File: src/rtl/pseq_pkg.sv
package pseq_pkg;

    localparam int DEF_DUR_W   = 29;
    localparam int DEF_MIN_LEN = 18;

    typedef enum logic [1:0] {
        ST_IDLE  = 2'd0,
        ST_PRIME = 2'd1,
        ST_LOAD  = 2'd2,
        ST_RUN   = 2'd3
    } seq_state_t;

    localparam logic OP_CONT = 1'b0;
    localparam logic OP_STOP = 1'b1;

endpackage

File: src/rtl/pseq_imem.sv
module pseq_imem #(
    parameter int ADDR_W = 6,
    parameter int WORD_W = 31,
    localparam int DEPTH = 1 << ADDR_W
) (
    input  logic              clk,
    input  logic              we,
    input  logic [ADDR_W-1:0] waddr,
    input  logic [WORD_W-1:0] wdata,
    input  logic [ADDR_W-1:0] raddr,
    output logic [WORD_W-1:0] rdata
);

    logic [WORD_W-1:0] store [DEPTH];

    always_ff @(posedge clk) begin
        if (we) begin
            store[waddr] <= wdata;
        end
        rdata <= store[raddr];
    end

endmodule

File: src/rtl/pseq_host_gate.sv
module pseq_host_gate #(
    parameter int ADDR_W = 6,
    parameter int WORD_W = 31
) (
    input  logic              clk,
    input  logic              rst_n,
    input  logic              idle_i,
    input  logic              req_i,
    input  logic              we_i,
    input  logic [ADDR_W-1:0] addr_i,
    input  logic [WORD_W-1:0] wdata_i,
    output logic              mem_we_o,
    output logic [ADDR_W-1:0] mem_addr_o,
    output logic [WORD_W-1:0] mem_wdata_o,
    output logic              rd_sel_o,
    output logic              ack_o,
    output logic              nak_o
);

    logic granted;

    assign granted     = req_i && idle_i;
    assign mem_we_o    = granted && we_i;
    assign rd_sel_o    = granted && !we_i;
    assign mem_addr_o  = addr_i;
    assign mem_wdata_o = wdata_i;

    always_ff @(posedge clk) begin
        if (!rst_n) begin
            ack_o <= 1'b0;
            nak_o <= 1'b0;
        end else begin
            ack_o <= granted;
            nak_o <= req_i && !idle_i;
        end
    end

endmodule

File: src/rtl/pseq_ctrl.sv
module pseq_ctrl
    import pseq_pkg::*;
#(
    parameter int ADDR_W  = 6,
    parameter int DUR_W   = DEF_DUR_W,
    parameter int MIN_LEN = DEF_MIN_LEN,
    localparam int WORD_W = DUR_W + 2
) (
    input  logic              clk,
    input  logic              rst_n,
    input  logic              start_i,
    input  logic              halt_i,
    input  logic [WORD_W-1:0] word_i,
    output logic [ADDR_W-1:0] pc_o,
    output logic              idle_o,
    output logic              cnt_zero_o,
    output logic              flag_o,
    output logic              clamp_err_o
);

    localparam logic [DUR_W-1:0] MIN_DUR   = DUR_W'(MIN_LEN);
    localparam logic [DUR_W-1:0] MIN_DUR_M1 = DUR_W'(MIN_LEN - 1);

    seq_state_t        st, st_nxt;
    logic [DUR_W-1:0]  remain;
    logic              w_stop, w_level, w_short;
    logic [DUR_W-1:0]  w_dur, w_eff_m1;
    logic              at_boundary, do_load, do_finish;

    assign w_stop   = (word_i[WORD_W-1] == OP_STOP);
    assign w_level  = word_i[DUR_W];
    assign w_dur    = word_i[DUR_W-1:0];
    assign w_short  = (w_dur < MIN_DUR);
    assign w_eff_m1 = w_short ? MIN_DUR_M1 : (w_dur - 1'b1);

    assign cnt_zero_o  = (remain == '0);
    assign at_boundary = (st == ST_LOAD) || ((st == ST_RUN) && cnt_zero_o);
    assign do_load     = !halt_i && at_boundary && !w_stop;
    assign do_finish   = !halt_i && at_boundary && w_stop;
    assign idle_o      = (st == ST_IDLE);

    // next-state logic
    always_comb begin
        st_nxt = st;
        unique case (st)
            ST_IDLE:  if (start_i) st_nxt = ST_PRIME;
            ST_PRIME: st_nxt = ST_LOAD;
            ST_LOAD:  st_nxt = w_stop ? ST_IDLE : ST_RUN;
            ST_RUN:   if (cnt_zero_o && w_stop) st_nxt = ST_IDLE;
        endcase
        if (halt_i) begin
            st_nxt = ST_IDLE;
        end
    end

    // state register
    always_ff @(posedge clk) begin
        if (!rst_n) begin
            st <= ST_IDLE;
        end else begin
            st <= st_nxt;
        end
    end

    // outputs and datapath
    always_ff @(posedge clk) begin
        if (!rst_n) begin
            pc_o        <= '0;
            remain      <= '0;
            flag_o      <= 1'b0;
            clamp_err_o <= 1'b0;
        end else if (halt_i) begin
            pc_o   <= '0;
            remain <= '0;
            flag_o <= 1'b0;
        end else if (do_load) begin
            flag_o <= w_level;
            remain <= w_eff_m1;
            pc_o   <= pc_o + 1'b1;
            if (w_short) begin
                clamp_err_o <= 1'b1;
            end
        end else if (do_finish) begin
            flag_o <= 1'b0;
            remain <= '0;
            pc_o   <= '0;
        end else if (st == ST_RUN) begin
            remain <= remain - 1'b1;
        end
    end

endmodule

File: src/rtl/pulse_seq_core.sv
module pulse_seq_core
    import pseq_pkg::*;
#(
    parameter int ADDR_W  = 6,
    parameter int DUR_W   = DEF_DUR_W,
    parameter int MIN_LEN = DEF_MIN_LEN,
    localparam int WORD_W = DUR_W + 2
) (
    input  logic              clk,
    input  logic              rst_n,
    input  logic              start_i,
    input  logic              halt_i,
    input  logic              host_req_i,
    input  logic              host_we_i,
    input  logic [ADDR_W-1:0] host_addr_i,
    input  logic [WORD_W-1:0] host_wdata_i,
    output logic              host_ack_o,
    output logic              host_nak_o,
    output logic [WORD_W-1:0] host_rdata_o,
    output logic              running_o,
    output logic              flag_o,
    output logic              clamp_err_o
);

    logic              ctl_idle;
    logic              ctl_cnt_zero;
    logic [ADDR_W-1:0] ctl_pc;
    logic              mem_we;
    logic [ADDR_W-1:0] mem_addr;
    logic [WORD_W-1:0] mem_wdata;
    logic              host_rd_sel;
    logic [ADDR_W-1:0] mem_raddr;
    logic [WORD_W-1:0] mem_rdata;

    assign mem_raddr    = host_rd_sel ? mem_addr : ctl_pc;
    assign host_rdata_o = mem_rdata;
    assign running_o    = !ctl_idle;

    pseq_imem #(.ADDR_W(ADDR_W), .WORD_W(WORD_W)) u_imem (
        .clk   (clk),
        .we    (mem_we),
        .waddr (mem_addr),
        .wdata (mem_wdata),
        .raddr (mem_raddr),
        .rdata (mem_rdata)
    );

    pseq_host_gate #(.ADDR_W(ADDR_W), .WORD_W(WORD_W)) u_gate (
        .clk         (clk),
        .rst_n       (rst_n),
        .idle_i      (ctl_idle),
        .req_i       (host_req_i),
        .we_i        (host_we_i),
        .addr_i      (host_addr_i),
        .wdata_i     (host_wdata_i),
        .mem_we_o    (mem_we),
        .mem_addr_o  (mem_addr),
        .mem_wdata_o (mem_wdata),
        .rd_sel_o    (host_rd_sel),
        .ack_o       (host_ack_o),
        .nak_o       (host_nak_o)
    );

    pseq_ctrl #(.ADDR_W(ADDR_W), .DUR_W(DUR_W), .MIN_LEN(MIN_LEN)) u_ctrl (
        .clk         (clk),
        .rst_n       (rst_n),
        .start_i     (start_i),
        .halt_i      (halt_i),
        .word_i      (mem_rdata),
        .pc_o        (ctl_pc),
        .idle_o      (ctl_idle),
        .cnt_zero_o  (ctl_cnt_zero),
        .flag_o      (flag_o),
        .clamp_err_o (clamp_err_o)
    );

endmodule

File: config.mk
export PLATFORM = sky130hd
export DESIGN_NAME = pulse_seq_core
export DESIGN_NICKNAME = d
export VERILOG_FILES = /design/src/rtl/pseq_pkg.sv /design/src/rtl/pseq_imem.sv /design/src/rtl/pseq_host_gate.sv /design/src/rtl/pseq_ctrl.sv /design/src/rtl/pulse_seq_core.sv
export SDC_FILE = /design/constraint.sdc
export NUM_CORES = 2
export LEC_CHECK = 0
export BUFFER_PORTS_ARGS = -buffer_cell sky130_fd_sc_hd__buf_2
export CORE_MARGIN = 5
export CORE_UTILIZATION = 60
export CTS_CLUSTER_DIAMETER = 60
export CTS_CLUSTER_SIZE = 28
export DETAILED_ROUTE_END_ITERATION = 8
export PLACE_DENSITY_LB_ADDON = 0.08
export SETUP_SLACK_MARGIN = 0.1
export SYNTH_ARGS = -nofsm -noshare
export SYNTH_HDL_FRONTEND = slang
export SYNTH_SLANG_ARGS = --single-unit
File: constraint.sdc
create_clock -name clk -period 4.6 [get_ports clk]
set_input_delay 0.46 -clock clk [delete_from_list [all_inputs] [get_ports clk]]
set_output_delay 0.46 -clock clk [all_outputs]
set_load 0.05 [all_outputs]
==> impl_metrics.csv <==
group,metric,value,unit
clocking,clkSinkCount,2056,
detailed_routing,routed_wl,225200,um
die,die_area,140000,um^2
die,start_util,0.6045,
sta,report.final.slew_viol_count,0,
sta,rsz0062_at_grt,"false",
die,core_area,131600,um^2
clocking,clock-root-buffer,"clkbuf_16",
pwr,p_leak,28.84,nW
detailed_routing,wl_met2,101200,um
placement,placed_cell_area,84010,um^2
final_layout,area_delta_synth_final,11.64,%
critical_path,rr_endpoint,"u_imem.rdata[29]$_DFF_P_",
detailed_routing,post_drt_wl_per_cell,31.39,um
global_routing,first_global_vias,44350,
sta,hold_violations,0,
placement,place.gp.congestion,0.9319,
clocking,cts_buffers,137,
die,ios,79,
final_layout,final_nets,5347,
synthesis,synth_top_area_frac,0.7487,
final_layout,fin_area,88830,um^2
critical_path,rrSetupSlack,360,ps
critical_path,critPathLaunch,"u_ctrl.st[1]$_SDFFE_PP0P_",
critical_path,reg2regPathDepth,9,
synthesis,netlist_area,79570,um^2
final_layout,multi_input_area,17730,um^2
global_routing,grt_max_degree,103,
run,drv_cap,0,
placement,portBuffers,78,
clocking,clock_latency,810,ps
detailed_routing,first_pass_iters,6,
sta,fin_tns_setup,0,ps
sta,fin_crit,4238,ps
global_routing,antenna_found_initial,18,
detailed_routing,drc,0,
critical_path,required,5320,ps
run_status,status,"finished clean",
detailed_routing,top_layer_used,"met5",
pwr,power,36.14,mW
pwr,irDropWorstVdd,0.4117,mV
sta,finalSetupViolCount,0,
critical_path,timing.critical_path.from_type,"flop",
final_layout,regArea,61020,um^2
critical_path,critical_path_class,"reg2reg",
critical_path,endpoint,"u_imem.rdata[29]$_DFF_P_",
clocking,post-cts-setup-buffers,0,
synthesis,ys_ff_latch,2056,
synthesis,ys_seq_area_frac,0.7668,
global_routing,grt_pass1_wl,321800,um
die,dieHeight,374.2,um
critical_path,end_kind,"flop",
synthesis,syn_nets,5155,
synthesis,synth_cells,5108,
placement,hpwl,135300,um
synthesis,synth_edf_count,1984,
critical_path,cp_max_fo,95,
sta,post-route-period-util,0.9212,
detailed_routing,via_per_inst,6.611,
synthesis,synth_ff_type,"edfxtp_1",
clocking,path_clk_slew,90,ps
detailed_routing,route.met3.wl,26060,um
die,placementRows,133,
clocking,cts_tree,"yes",
critical_path,r2r_start,"u_ctrl.st[1]$_SDFFE_PP0P_",
detailed_routing,drt_iter0_markers,7689,
global_routing,grt.total_usage,0.3199,
pwr,power_density,406.8,nW/um^2
detailed_routing,vias,47430,
global_routing,gr-total-overflow,0,
min_path,hp-class,"in2reg",
sta,tightest_slew,1278,ps
detailed_routing,final_antenna_net_count,0,
die,die_w,374.2,um
synthesis,ys_types,59,
synthesis,synthArstFlopShare,0,
synthesis,synth.largest_area_cell,"edfxtp_1",
final_layout,fillCellCount,8913,
synthesis,synthTopCellsByArea,"edfxtp_1 (75%), nand2_1 (5.5%), mux4_2 (4.4%), nand3_1 (3.0%), dfxtp_1 (1.8%)",
sta,max_slew_margin,0.1414,
clocking,clock_path_buffers,3,
clocking,htree_levels,4,
sta,clock_skew,35.04,ps
synthesis,ys_warn_count,0,
critical_path,worstPathArrival,4960,ps
detailed_routing,drt-met1-wl,87960,um
final_layout,drive_gt1_frac,0.1562,
sta,fmax,236.0,MHz
synthesis,avgSynthCellArea,15.58,um^2
[cell usage after synthesis (3+ instances only)]
library cell and count:
buf_6 5, a22o_1 31, nand3_1 483, nand3b_1 6
nor3_1 56, xnor2_1 20, o22ai_1 15, mux2i_1 129
a21o_1 4, xor2_1 14, a22oi_1 71, a221oi_1 31
nand2b_1 3, ha_1 4, a31oi_1 127, buf_4 27
nand4_1 40, o21ai_1 10, nor2_2 6, clkbuf_1 149
inv_1 13, nor2b_1 3, and3_1 6, edfxtp_1 1984
a21oi_1 23, dfxtp_1 72, buf_2 96, o21ai_0 8
a32oi_1 157, mux2_2 6, nor2_1 113, nand2_1 1156
or3b_2 3, or3_1 6, buf_1 28, mux4_2 155
or4_1 3, nor4_1 17
[power by group]
group	internal, mW	total, mW	switching [mW]	leakage (nW)
clock	6.46	13.2	6.72	2.29
sequential	20.6	20.8	0.192	18.4
combinational	0.596	2.20	1.61	8.13
total	27.6	36.1	8.52	28.8
[layer usage]
layer | GRT usage | vias up
li1 | - | 20090
met1 | 0.4812 | 24070
met2 | 0.4721 | 2876
met3 | 0.06387 | 386
met4 | 0.1216 | 10
met5 | 0 | -
[registers in the layout (all words and copies together) (netlist names)]
signal              cells
u_imem.rdata           31
u_ctrl.st               2
u_gate.ack_o            1
u_gate.nak_o            1
u_imem.store         1984
u_ctrl.clamp_err_o      1
u_ctrl.remain          29
u_ctrl.flag_o           1
u_ctrl.pc_o             6
[cells in the final DEF, fill, tap and decap left out, types with 44 or more instances in the layout]
master and count:
buf_12 44, nand2_1 1155, a22oi_1 71, mux4_2 155
nor2_4 74, a31oi_1 127, dfxtp_1 72, nor3_1 56
buf_4 234, clkbuf_16 143, nand3_1 483, mux2i_1 127
buf_2 78, edfxtp_1 1984, a32oi_1 157
[worst max-delay path, cell delays in order (launching register included)]
cell and delay [ps]:
dfxtp_1 420, nor4b_4 650, buf_4 270, mux2_8 380
buf_12 460, nand2_1 120, a32oi_1 270, a31oi_1 260
nor3_1 1030, a22o_1 250
[cells by family after synthesis]
group,after synthesis,share of synthesized area
buf+inv,320,0.01844
xor+xnor,34,0.003742
simple gates,1910,0.1024
mux,291,0.06112
compound gates,493,0.04683
fa+ha+maj,4,0.0006290
flops,2056,0.7668
[how the worst min path moves through the flow]
stage / depth (start not counted) / end / from / slack (ps)
after global routing: 1 / u_imem.store[32][4]$_DFFE_PP_ / host_wdata_i[4] / 70
after floorplan: 2 / u_ctrl.remain[12]$_SDFFE_PP0P_ / u_ctrl.remain[12]$_SDFFE_PP0P_ / 440
after CTS: 1 / u_imem.store[37][4]$_DFFE_PP_ / host_wdata_i[4] / 30
after global placement: 2 / u_ctrl.flag_o$_SDFFE_PP0P_ / u_ctrl.flag_o$_SDFFE_PP0P_ / 440
after detailed placement: 2 / u_ctrl.flag_o$_SDFFE_PP0P_ / u_ctrl.flag_o$_SDFFE_PP0P_ / 450
final: 1 / u_imem.store[37][4]$_DFFE_PP_ / host_wdata_i[4] / 100
[cell type report]
| type | count | share of cell area |
|---|---|---|
| Antenna cell | 5 | 0.0001408 |
| Timing Repair Buffer | 360 | 0.03454 |
| Clock inverter | 98 | 0.01279 |
| Tap cell | 1755 | 0.02472 |
| Clock buffer | 156 | 0.04083 |
| Multi-Input combinational cell | 2732 | 0.1995 |
| Inverter | 13 | 0.0005493 |
| Sequential cell | 2056 | 0.6869 |
[metrics by stage]
stage / util / setup slack [ps] / cells / hold WS [ps]
after CTS: 0.6747 / 190.0 / 7170 / 33.54
final: 0.6749 / 362.3 / 7175 / 95.79
after detailed placement: 0.6382 / 99.05 / 6912 / 452.7
after global routing: 0.6748 / 366.7 / 7170 / 68.15
after global placement: 0.6381 / -204.7 / 6911 / 443.8
after floorplan: - / 1541 / 5108 / 443.4
[repair_timing]
item / 4_1_cts / 5_1_grt
endpoints found under the hold margin: 12 / 0
hold buffers: 4 / 0
gates resized for setup: 0 / 1
setup endpoints to repair: 0 / 1
(Power assumes the default switching activity.)
